[src/rtl/pwr_sup_pkg.sv]
package pwr_sup_pkg;

  // Normalized supply severity, ordered from mild to worst
  typedef enum logic [1:0] {
    SEV_OK   = 2'd0,
    SEV_WARN = 2'd1,
    SEV_MIN  = 2'd2,
    SEV_BAT  = 2'd3
  } severity_e;

  // Strobes from control to datapath
  typedef struct packed {
    logic hold;    // reset cause present right now
    logic irqSet;  // warning interrupt should be set
  } pwrStrobes_t;

endpackage

[src/rtl/pwr_sup_ctrl.sv]
module pwr_sup_ctrl
  import pwr_sup_pkg::*;
(
  input  logic        belowWarn,
  input  logic        belowMin,
  input  logic        belowBat,
  input  logic        warnIntEn,
  input  logic        extRst,
  input  logic        porDone,
  output pwrStrobes_t strb,
  output logic        batSel
);

  severity_e sev;

  // Priority encode: the worst flag wins, whatever the others say
  always_comb begin
    if (belowBat)       sev = SEV_BAT;
    else if (belowMin)  sev = SEV_MIN;
    else if (belowWarn) sev = SEV_WARN;
    else                sev = SEV_OK;
  end

  always_comb begin
    strb.hold   = extRst || (sev == SEV_MIN) || (sev == SEV_BAT);
    strb.irqSet = (sev == SEV_WARN) && warnIntEn && porDone && !extRst;
    batSel      = (sev == SEV_BAT);
  end

endmodule

[src/rtl/pwr_sup_datapath.sv]
module pwr_sup_datapath
  import pwr_sup_pkg::*;
#(
  parameter int          POR_CYCLES = 21504,
  parameter int          NUM_CE     = 4,
  parameter logic [7:0]  IRQ_VECTOR = 8'h2B
) (
  input  logic              clk,
  input  logic              rstN,
  input  pwrStrobes_t       strb,
  input  logic              intClr,
  input  logic [NUM_CE-1:0] ceIn,
  input  logic              rwIn,
  output logic              porDone,
  output logic              procReset,
  output logic              pfIrq,
  output logic [7:0]        pfVector,
  output logic [NUM_CE-1:0] ceOut,
  output logic              rwOut
);

  localparam int CNT_W = $clog2(POR_CYCLES + 1);
  localparam logic [CNT_W-1:0] CNT_END = CNT_W'(POR_CYCLES);

  logic [CNT_W-1:0] porCnt;
  logic             irqFlag;

  // Power-on delay: restarts on any hold cause, saturates at CNT_END
  always_ff @(posedge clk or negedge rstN) begin
    if (!rstN)                 porCnt <= '0;
    else if (strb.hold)        porCnt <= '0;
    else if (porCnt != CNT_END) porCnt <= porCnt + CNT_W'(1);
  end

  assign porDone   = (porCnt == CNT_END);
  assign procReset = strb.hold || !porDone;

  // Sticky interrupt flag, set dominates clear, wiped during reset
  always_ff @(posedge clk or negedge rstN) begin
    if (!rstN)                       irqFlag <= 1'b0;
    else if (strb.hold || !porDone)  irqFlag <= 1'b0;
    else                             irqFlag <= (irqFlag && !intClr) || strb.irqSet;
  end

  assign pfIrq    = irqFlag;
  assign pfVector = irqFlag ? IRQ_VECTOR : 8'h00;

  // Strobe forcing, one gate per enable line
  for (genvar i = 0; i < NUM_CE; i++) begin : g_ceForce
    assign ceOut[i] = procReset ? 1'b1 : ceIn[i];
  end
  assign rwOut = procReset ? 1'b1 : rwIn;

endmodule

[src/rtl/pwr_supervisor.sv]
module pwr_supervisor
  import pwr_sup_pkg::*;
#(
  parameter int         POR_CYCLES = 21504,
  parameter int         NUM_CE     = 4,
  parameter logic [7:0] IRQ_VECTOR = 8'h2B
) (
  input  logic              clk,
  input  logic              rstN,
  input  logic              belowWarn,
  input  logic              belowMin,
  input  logic              belowBat,
  input  logic              warnIntEn,
  input  logic              intClr,
  input  logic              extRst,
  input  logic [NUM_CE-1:0] ceIn,
  input  logic              rwIn,
  output logic              procReset,
  output logic              pfIrq,
  output logic [7:0]        pfVector,
  output logic              batSel,
  output logic [NUM_CE-1:0] ceOut,
  output logic              rwOut
);

  pwrStrobes_t strb;
  logic        porDone;

  pwr_sup_ctrl u_ctrl (
    .belowWarn (belowWarn),
    .belowMin  (belowMin),
    .belowBat  (belowBat),
    .warnIntEn (warnIntEn),
    .extRst    (extRst),
    .porDone   (porDone),
    .strb      (strb),
    .batSel    (batSel)
  );

  pwr_sup_datapath #(
    .POR_CYCLES (POR_CYCLES),
    .NUM_CE     (NUM_CE),
    .IRQ_VECTOR (IRQ_VECTOR)
  ) u_dp (
    .clk       (clk),
    .rstN      (rstN),
    .strb      (strb),
    .intClr    (intClr),
    .ceIn      (ceIn),
    .rwIn      (rwIn),
    .porDone   (porDone),
    .procReset (procReset),
    .pfIrq     (pfIrq),
    .pfVector  (pfVector),
    .ceOut     (ceOut),
    .rwOut     (rwOut)
  );

endmodule

[config.mk]
export PLATFORM = sky130hd
export DESIGN_NAME = pwr_supervisor
export DESIGN_NICKNAME = d
export VERILOG_FILES = /design/src/rtl/pwr_sup_pkg.sv /design/src/rtl/pwr_sup_ctrl.sv /design/src/rtl/pwr_sup_datapath.sv /design/src/rtl/pwr_supervisor.sv
export SDC_FILE = /design/constraint.sdc
export NUM_CORES = 1
export LEC_CHECK = 0
export BUFFER_PORTS_ARGS = -buffer_cell sky130_fd_sc_hd__buf_2
export CORE_MARGIN = 2
export CORE_UTILIZATION = 25
export DETAILED_ROUTE_END_ITERATION = 16
export PLACE_DENSITY = 0.4
export SETUP_SLACK_MARGIN = 0.05
export SKIP_CTS_REPAIR_TIMING = 1
export SYNTH_ARGS = -nofsm -noshare
export SYNTH_HDL_FRONTEND = slang
export SYNTH_SLANG_ARGS = --single-unit
[constraint.sdc]
create_clock -name clk -period 2.05 [get_ports clk]
set_clock_uncertainty 0.15 [all_clocks]
set_input_delay 0.3075 -clock clk [delete_from_list [all_inputs] [get_ports clk]]
set_output_delay 0.3075 -clock clk [all_outputs]
set_load 0.02 [all_outputs]
# [Word-level counts from Yosys, hierarchy flattened]
# Index checks and enable logic that the tools add are counted.
[totals] regBits=16 inputBits=13 output_inout_bits=16 elab_cells=32
[classes] addsub=1 eq_ne=5 muxes=12 reduce_logical=12
[op_table] operator="$mux W15" count=2
[op_table] operator="$add A15 B1 Y15 const B" count=1
[op_table] operator="$eq A15 B15 Y1 const B" count=1
[op_table] operator="$ne A15 B15 Y1 const B" count=1
[op_table] operator="$mux W1" count=7
[op_table] operator="$mux W6" count=1
[op_table] operator="$eq A2 B2 Y1 const B" count=2
[op_table] operator="$logic_and A1 B1 Y1" count=4
[op_table] operator="$logic_or A1 B1 Y1" count=4
[op_table] operator="$mux W2" count=2
[op_table] operator="$logic_not A1 Y1" count=3
[op_table] operator="$eq A2 B1 Y1 const B" count=1
[op_table] operator="$reduce_bool A2 Y1" count=1

# [Logic depth before layout (Yosys ltp)]
# Gate-level depths: netlist of run 1.
[logic_depth] depth_word=9 ltp_mapped=6 mapped_depth_nobuf=5

# [By module]
# Synthesis of run 1 repeated with hierarchy kept, for this count alone.
[unflattened] hier_cells=109 area_unflattened_um2=1009.7
[modules_own_cells] mod="pwr_sup_datapath" n_inst=1 cells_per_inst=105 area_per_inst_um2=983.4 seq_area_each_um2=400.4
[modules_own_cells] mod="pwr_sup_ctrl" n_inst=1 cells_per_inst=4 area_per_inst_um2=26.3 seq_area_each_um2=0.0

# [Worst setup path after synthesis of run 1]
# Ideal clock, no wire load.
[synth_path] kind="flip-flop to output port" startpoint="register u_dp.porCnt[0]" endpoint="output ceOut[0]" t_arrival_ns=1.352 t_required_ns=1.592 setup_slack_ns=0.240 path_stages_with_launch=7 path_buffers=1 path_cell_list="dfrtp_1 -> inv_1 -> ha_1 -> nor4bb_1 -> and4_1 -> buf_2 -> nand3b_1"
[synth_between] elab_chain_len=4
[synth_rtl] item="start: declaration" line="pwr_sup_datapath.sv:25" text="logic [CNT_W-1:0] porCnt;"
[synth_rtl] item="start signal: assignment" line="pwr_sup_datapath.sv:32" text="else if (porCnt != CNT_END) porCnt <= porCnt + CNT_W'(1);"
[synth_rtl] item="$eq A15 B15 Y1" line="pwr_sup_datapath.sv:35" text="assign porDone = (porCnt == CNT_END);"
[synth_rtl] item="$logic_not A1 Y1" line="pwr_sup_datapath.sv:36" text="assign procReset = strb.hold || !porDone;"
[synth_rtl] item="$logic_or A1 B1 Y1" line="pwr_sup_datapath.sv:36"
[synth_rtl] item="$mux W1" line="pwr_sup_datapath.sv:50" text="assign ceOut[i] = procReset ? 1'b1 : ceIn[i];"
[synth_rtl] item="end: declaration" line="pwr_supervisor.sv:22" text="output logic [NUM_CE-1:0] ceOut,"
# No other way between the ends.

# [Worst setup path in the final report of run 1]
[layout_path] startpoint="register u_dp.porCnt[4]" endpoint="output rwOut"
[layout_between] elab_chain_len=4
[layout_rtl] item="$eq A15 B15 Y1" line="pwr_sup_datapath.sv:35"
[layout_rtl] item="$logic_not A1 Y1" line="pwr_sup_datapath.sv:36"
[layout_rtl] item="$logic_or A1 B1 Y1" line="pwr_sup_datapath.sv:36"
[layout_rtl] item="$mux W1" line="pwr_sup_datapath.sv:52" text="assign rwOut = procReset ? 1'b1 : rwIn;"
[layout_rtl] item="end: declaration" line="pwr_supervisor.sv:23" text="output logic rwOut"
# No other way between the ends.

==> reports/metrics.csv, run 1 <==
stage;metric;value;unit
min_path;worstHoldStart;intClr;
worst_setup_path;r2r_slack;0.31;ns
clocking;clock_path_buffers;2;
drt;post_drt_wl_per_cell;12.2;um
drt;ant_nets;0;
grt;grt_util_met3;2.00;%
timing;fin_ws;-0.00487;ns
logic_synthesis;yosys-top-cells-area;dfrtp_1 (39%), buf_4 (5.9%), mux2i_1 (4.9%);
timing;finalCritPeriodShare;100;%
pwr;p_leak;0.511;nW
worst_setup_path;cp_max_fo;7;
min_path;hp-class;input pin to flop;
worst_setup_path;reg2reg_to;u_dp.porCnt[10];
drt;vias;874;
pwr;power.density;505;nW/um2
logic_synthesis;synth_warnings;0;
grt;grt_pass1_wl;3990;um
drt;viasPerCell;4.67;
finish;synthToLayoutAreaGrowth;26.6;%
min_path;holdPathStages;3;
grt;use_met2;18.3;%
clocking;htree_levels;1;
floorplanning;start_util;25.7;%
clocking;clk_pin_slew;0.06;ns
placement;io_buffers;24;
pwr;intPower;0.506;mW
clocking;clkLatencyLatePin;0.25;ns
timing;period_needed;2.05;ns
drt;first_pass_iters;6;
outcome;violations;setup timing;
worst_setup_path;critPathKind;flop to output pin;
logic_synthesis;synth-async-reset-ratio;100;%
logic_synthesis;synth_top_area_cell;dfrtp_1;
floorplanning;dieArea;4580;um2
clocking;cts-root-buf;clkbuf_8;
placement;dpl-instance-area;1160;um2
timing;hold_violations;0;
finish;final-seq-area;402;um2
grt;track_usage;11.7;%
clocking;numCtsBuffers;3;
worst_setup_path;cp.required;1.59;ns
logic_synthesis;synth_edf_count;0;
finish;fillCellCount;415;
floorplanning;placementRows;23;
finish;layout_commonest_cell;buf_2;
worst_setup_path;worstSetupEndpointType;output pin;
drt;drt_iter0_drc;36;
pwr;pwr-share-comb;7.4;%
drt;drc;0;
grt;grtUsageMet1;16.0;%
placement;dpl.hpwl;1710;um
logic_synthesis;synth_cell_types;31;
floorplanning;die_h;67.7;um
timing;grt_setup_unrepaired;true;
logic_synthesis;ys_ff_latch;16;
pwr;switching_share;22.0;%
worst_setup_path;rr_startpoint;u_dp.porCnt[1];
logic_synthesis;synth_seq_area_share;39.5;%
finish;drive_gt1_share;32.8;%
placement;dp_cells;181;
clocking;cts.sinks;16;
grt;grt_pass1_vias;830;
pwr;peakVddDrop;0.172;mV
worst_setup_path;cp-start-kind;flop;
min_path;hold_end;u_dp.pfIrq;
finish;final_cell_mix;buf_2 (22), dfrtp_1 (15), nand2_1 (13), nand3_1 (7);
floorplanning;core;3940;um2
logic_synthesis;synth_flop_cell;dfrtp_1;
finish;fin_nets;153;
worst_setup_path;r2r.worst_path.cells;5;
clocking;cts_tree;yes;
finish;antenna_cells;0;
grt;grt.busiest_layer;met2;
run;cap_violations;0;
floorplanning;die_x;67.7;um
grt;grt_overflow;0;
finish;multi_input_area;556;um2
logic_synthesis;syn_area_per_cell;9.06;um2
timing;slew_violations;0;
timing;final.setup.tns;-0.00487;ns
logic_synthesis;syn-cell-area;1010;um2
logic_synthesis;synthCells;112;
pwr;p_seq_share;49.0;%
finish;stdcell_area;1280;um2
finish;finalNonFillerCells;187;
timing;fmax;0.487;GHz
outcome;status;finished with violations;
pwr;switching_power;0.143;mW
timing;setup_viol;1;
grt;antenna_found_initial;0;
pwr;clkPwrFrac;43.6;%
floorplanning;num_io_pins;29;
worst_setup_path;worstPathArrival;1.60;ns
logic_synthesis;yosys.area.top_type_share;39.5;%
grt;grt_max_degree;17;
placement;place.gp.congestion;0.789;
drt;routed_wl;2280;um
[metrics by stage]
| stage | utilization (%) | power, mW | hold slack, ns | setup slack, ns |
|---|---|---|---|---|
| floorplan | - | 0.350 | -0.138 | 0.240 |
| global placement | 29.3 | 0.368 | 0.115 | 0.186 |
| detailed placement | 29.3 | 0.369 | 0.103 | 0.142 |
| CTS | 30.7 | 0.656 | -0.167 | -0.152 |
| global route | 32.6 | 0.684 | 0.313 | -0.116 |
| finish | 32.6 | 0.649 | 0.258 | -0.00487 |
[synthesized netlist by cell type, drive strengths merged, types with 3 or more instances]
library cell	count
nor4	4
nand2b	3
mux2i	5
buf	12
nand3	7
inv	6
nand3b	5
nor2	3
o31ai	4
nand2	13
o21ai	4
a21oi	6
dfrtp	16
or3	4
or4	4
[registers in the layout, summed over array words and instances, names as in the netlist]
| name | flops |
|---|---|
| u_dp.pfIrq | 1 |
| u_dp.porCnt | 15 |
[per-layer routing]
layer	up-vias	routed length [um]
met2	22	1050
met4	0	40
li1	436	-
met5	-	0
met1	411	1110
met3	5	76
[power groups by stage]
stage	clock (mW)	combinational, mW	sequential [mW]
4_1_cts	0.294	0.0456	0.317
2_1_floorplan	0	0.0260	0.324
6_report	0.283	0.0480	0.318
3_5_place_dp	0	0.0454	0.323
3_3_place_gp	0	0.0450	0.323
5_1_grt	0.312	0.0545	0.317
[logic make-up after synthesis]
family,after synthesis,synth area share [%]
flops,16,39.5
simple gates,51,30.6
other cells,1,0.370
mux,5,4.93
buf+inv,19,11.1
compound gates,16,9.37
fa+ha+maj,2,2.47
xor+xnor,2,1.73
[how the worst max path moves through the flow]
| stage | startpoint | endpoint | slack (ns) | cells past startpoint |
|---|---|---|---|---|
| 6_report | u_dp.porCnt[4] | rwOut | -0.005 | 4 |
| 2_1_floorplan | u_dp.porCnt[0] | ceOut[0] | 0.24 | 6 |
| 5_1_grt | u_dp.porCnt[1] | ceOut[2] | -0.12 | 6 |
| 3_3_place_gp | u_dp.porCnt[8] | rwOut | 0.19 | 4 |
| 4_1_cts | u_dp.porCnt[1] | rwOut | -0.15 | 6 |
| 3_5_place_dp | u_dp.porCnt[1] | rwOut | 0.14 | 6 |
[worst max-delay path: stages (launching register included)]
cell and delay (ns):
dfrtp_1 0.47, nor4bb_2 0.30, and4_4 0.30, nand3b_1 0.11, buf_6 0.16
[final cells by class]
class | count | share of cell area [%]
clock buffer | 4 | 4.28
inverter | 6 | 1.75
multi-input combinational | 80 | 43.2
sequential | 16 | 31.3
tap | 50 | 4.87
timing repair buffer | 31 | 14.6
(Power assumes the default switching activity.)
==> run 2: changes to the inputs <==
--- a/config.mk
+++ b/config.mk
@@ -9,7 +9,7 @@
 export CORE_MARGIN = 2
 export CORE_UTILIZATION = 25
 export DETAILED_ROUTE_END_ITERATION = 16
-export PLACE_DENSITY = 0.4
+export RECOVER_POWER = 50
 export SETUP_SLACK_MARGIN = 0.05
 export SKIP_CTS_REPAIR_TIMING = 1
 export SYNTH_ARGS = -nofsm -noshare
==> run 2 against run 1 <==
  * The flow still finishes with violations (setup timing)
  * Combinational power about the same
  * Total power about the same
  * First-iteration DRC count decreased by 39%
  * Clock power about the same
  * Wire length decreased by 3.0%
  * Fmax increased by 0.14%
  * Non-clock buffer count increased by 2
  * Critical path depth increased by 2
  * Via count increased by 0.69%
  * Register-to-register slack improved by 0.02 ns
  * Sequential share of layout area decreased by 0.19 points
  * Critical path type unchanged
==> reports/metrics.csv, run 2 (synthesis gave the netlist of run 1 again) <==
stage;metric;value;unit;change
worst_setup_path;worstSetupEndpointType;output pin;;
floorplanning;dieArea;4580;um2;unchanged
finish;fin_util;32.7;%;+0.095 points
finish;synthToLayoutAreaGrowth;27.0;%;
worst_setup_path;cp_max_fo;7;;unchanged
clocking;cts-root-buf;clkbuf_8;;
timing;setup_viol;2;;+1
drt;wl_met1;1040;um;-6.6%
worst_setup_path;cpLargestDelayFamily;simple AND/OR/NAND/NOR gates;;
finish;multi_input_area;543;um2;-2.3%
drt;first_pass_iters;4;;-2
worst_setup_path;cp_slowest_stage_delay;0.39;ns;-0.08 ns
clocking;clkLatencyLatePin;0.25;ns;about the same
clocking;numCtsBuffers;3;;unchanged
drt;routed_wl;2210;um;-3.0%
worst_setup_path;critPathKind;flop to output pin;;
timing;slew_violations;0;;unchanged
timing;relSlewSlack;36.7;%;
placement;place.gp.congestion;0.772;;-2.1%
finish;final-seq-area;400;um2;-0.31%
finish;final_cell_mix;buf_2 (18), dfrtp_1 (16), nand2_1 (13), buf_4 (8), nand3_1 (7);;
worst_setup_path;worstPathArrival;1.59;ns;about the same
timing;period_needed;2.05;ns;-0.00286 ns
drt;highest-signal-layer;met4;;
clocking;cts_tree;yes;;
clocking;htree_levels;1;;unchanged
finish;stdcell_area;1290;um2;+0.29%
finish;largest_reg_flops;15;;unchanged
pwr;clkPwrFrac;43.7;%;about the same
pwr;switching_power;0.143;mW;+0.13%
finish;layout_commonest_cell;buf_2;;
drt;wl_met3;148;um;+95%
worst_setup_path;crit_chain;inv_2 -> ha_4 -> nor4bb_4 -> and4_4 -> nand3b_1 -> buf_6;;
floorplanning;start_util;25.7;%;unchanged
grt;track_usage;11.0;%;-0.71 points
grt;grt_pass1_wl;3760;um;-5.7%
outcome;violations;setup timing;;
pwr;p_leak;0.515;nW;+0.90%
drt;drt_iter0_drc;22;;-39%
clocking;clock_path_buffers;2;;unchanged
drt;post_drt_wl_per_cell;11.7;um;-4.1%
floorplanning;core;3940;um2;unchanged
drt;drc;0;;unchanged
pwr;pwr-share-comb;7.4;%;about the same
finish;fin_nets;155;;+1.3%
floorplanning;die_h;67.7;um;unchanged
grt;antenna_found_initial;0;;unchanged
drt;viasPerCell;4.66;;-0.38%
timing;finalCritPeriodShare;100;%;-0.14 points
floorplanning;num_io_pins;29;;unchanged
timing;fmax;0.487;GHz;+0.14%
drt;vias;880;;+0.69%
finish;fillCellCount;416;;+0.24%
timing;fin_ws;-0.00202;ns;+0.00286 ns
pwr;p_seq_share;48.9;%;about the same
outcome;status;finished with violations;;
placement;io_buffers;24;;unchanged
min_path;hp-class;input pin to flop;;
drt;ant_nets;0;;unchanged
grt;grt_overflow;0;;unchanged
placement;dp_worst_setup_slack;0.161;ns;+0.0185 ns
pwr;peakVddDrop;0.222;mV;+29%
timing;worstMarginPinSlew;0.950;ns;
clocking;cts.sinks;16;;unchanged
timing;hold_violations;0;;unchanged
placement;dpl.hpwl;1620;um;-4.8%
floorplanning;placementRows;23;;unchanged
pwr;intPower;0.506;mW;about the same
floorplanning;die_x;67.7;um;unchanged
timing;grt_setup_unrepaired;true;;
clocking;clk_pin_slew;0.07;ns;about the same
finish;drive_gt1_share;29.5;%;-3.4 points
worst_setup_path;worst-path-buf-inv;2;;+1
run;cap_violations;0;;unchanged
grt;grt_max_degree;17;;unchanged
pwr;switching_share;22.0;%;+0.031 points
placement;dpl-instance-area;1180;um2;+1.9%
pwr;power.density;503;nW/um2;-0.30%
grt;grt_pass1_vias;840;;+1.2%
worst_setup_path;cp-start-kind;flop;;
worst_setup_path;slowest_stage;dfrtp_1;;
worst_setup_path;cp.required;1.59;ns;about the same
drt;wl_met2;1010;um;-4.1%
finish;antenna_cells;0;;unchanged
finish;largest_register;u_dp.porCnt;;
## run 2: cell count changes in the layout (fill, tap and decap cells not counted), sizes merged
| cell | change |
|---|---|
| buf | -1 |
| clkbuf | +3 |
## run 2: area by class of cell
type                       instances  share of cell area [%]
sequential                        16                    31.1
inverter                           6                    1.75
clock buffer                       4                    4.27
tap                               50                    4.85
multi-input combinational         80                    42.1
timing repair buffer              33                    15.9
## run 2: per-stage QoR
step / TNS, ns / hold slack, ns / power [mW] / std cells
6_report: -0.00348 / 0.251 / 0.648 / 189
5_1_grt: -0.552 / 0.276 / 0.674 / 189
4_1_cts: -0.698 / -0.176 / 0.658 / 188
3_5_place_dp: 0 / 0.0987 / 0.369 / 184
3_3_place_gp: 0 / 0.101 / 0.369 / 184
2_1_floorplan: 0 / -0.138 / 0.350 / 115
## run 2: power groups by stage
stage	registers, mW	clock network (mW)	logic, mW
final	0.317	0.283	0.0481
after global routing	0.317	0.303	0.0543
after CTS	0.317	0.295	0.0458
after floorplan	0.324	0	0.0260
after global placement	0.323	0	0.0456
after detailed placement	0.323	0	0.0457
## run 2: worst paths after layout
kind                                  from              end  slack, ns  cells after the start
min                                 intClr       u_dp.pfIrq       0.25                      3
max in group asynchronous             rstN  u_dp.porCnt[11]       0.60                      2
max reg2reg                 u_dp.porCnt[0]  u_dp.porCnt[10]       0.33                      5
min in group asynchronous             rstN   u_dp.porCnt[7]       0.57                      2
max                         u_dp.porCnt[1]         ceOut[1]     -0.002                      6
min reg2reg                u_dp.porCnt[14]  u_dp.porCnt[14]       0.40                      2
## run 2: metal layers
layer / vias to the layer above / track usage, %
li1: 441 / -
met3: 2 / 4.17
met4: 0 / 2.30
met5: - / 0
met1: 406 / 13.9
met2: 31 / 17.8
## run 2: tightest hold or removal path: stages
cell	delay [ns]
buf_2	0.07
o21ai_0	0.07
and3_1	0.17
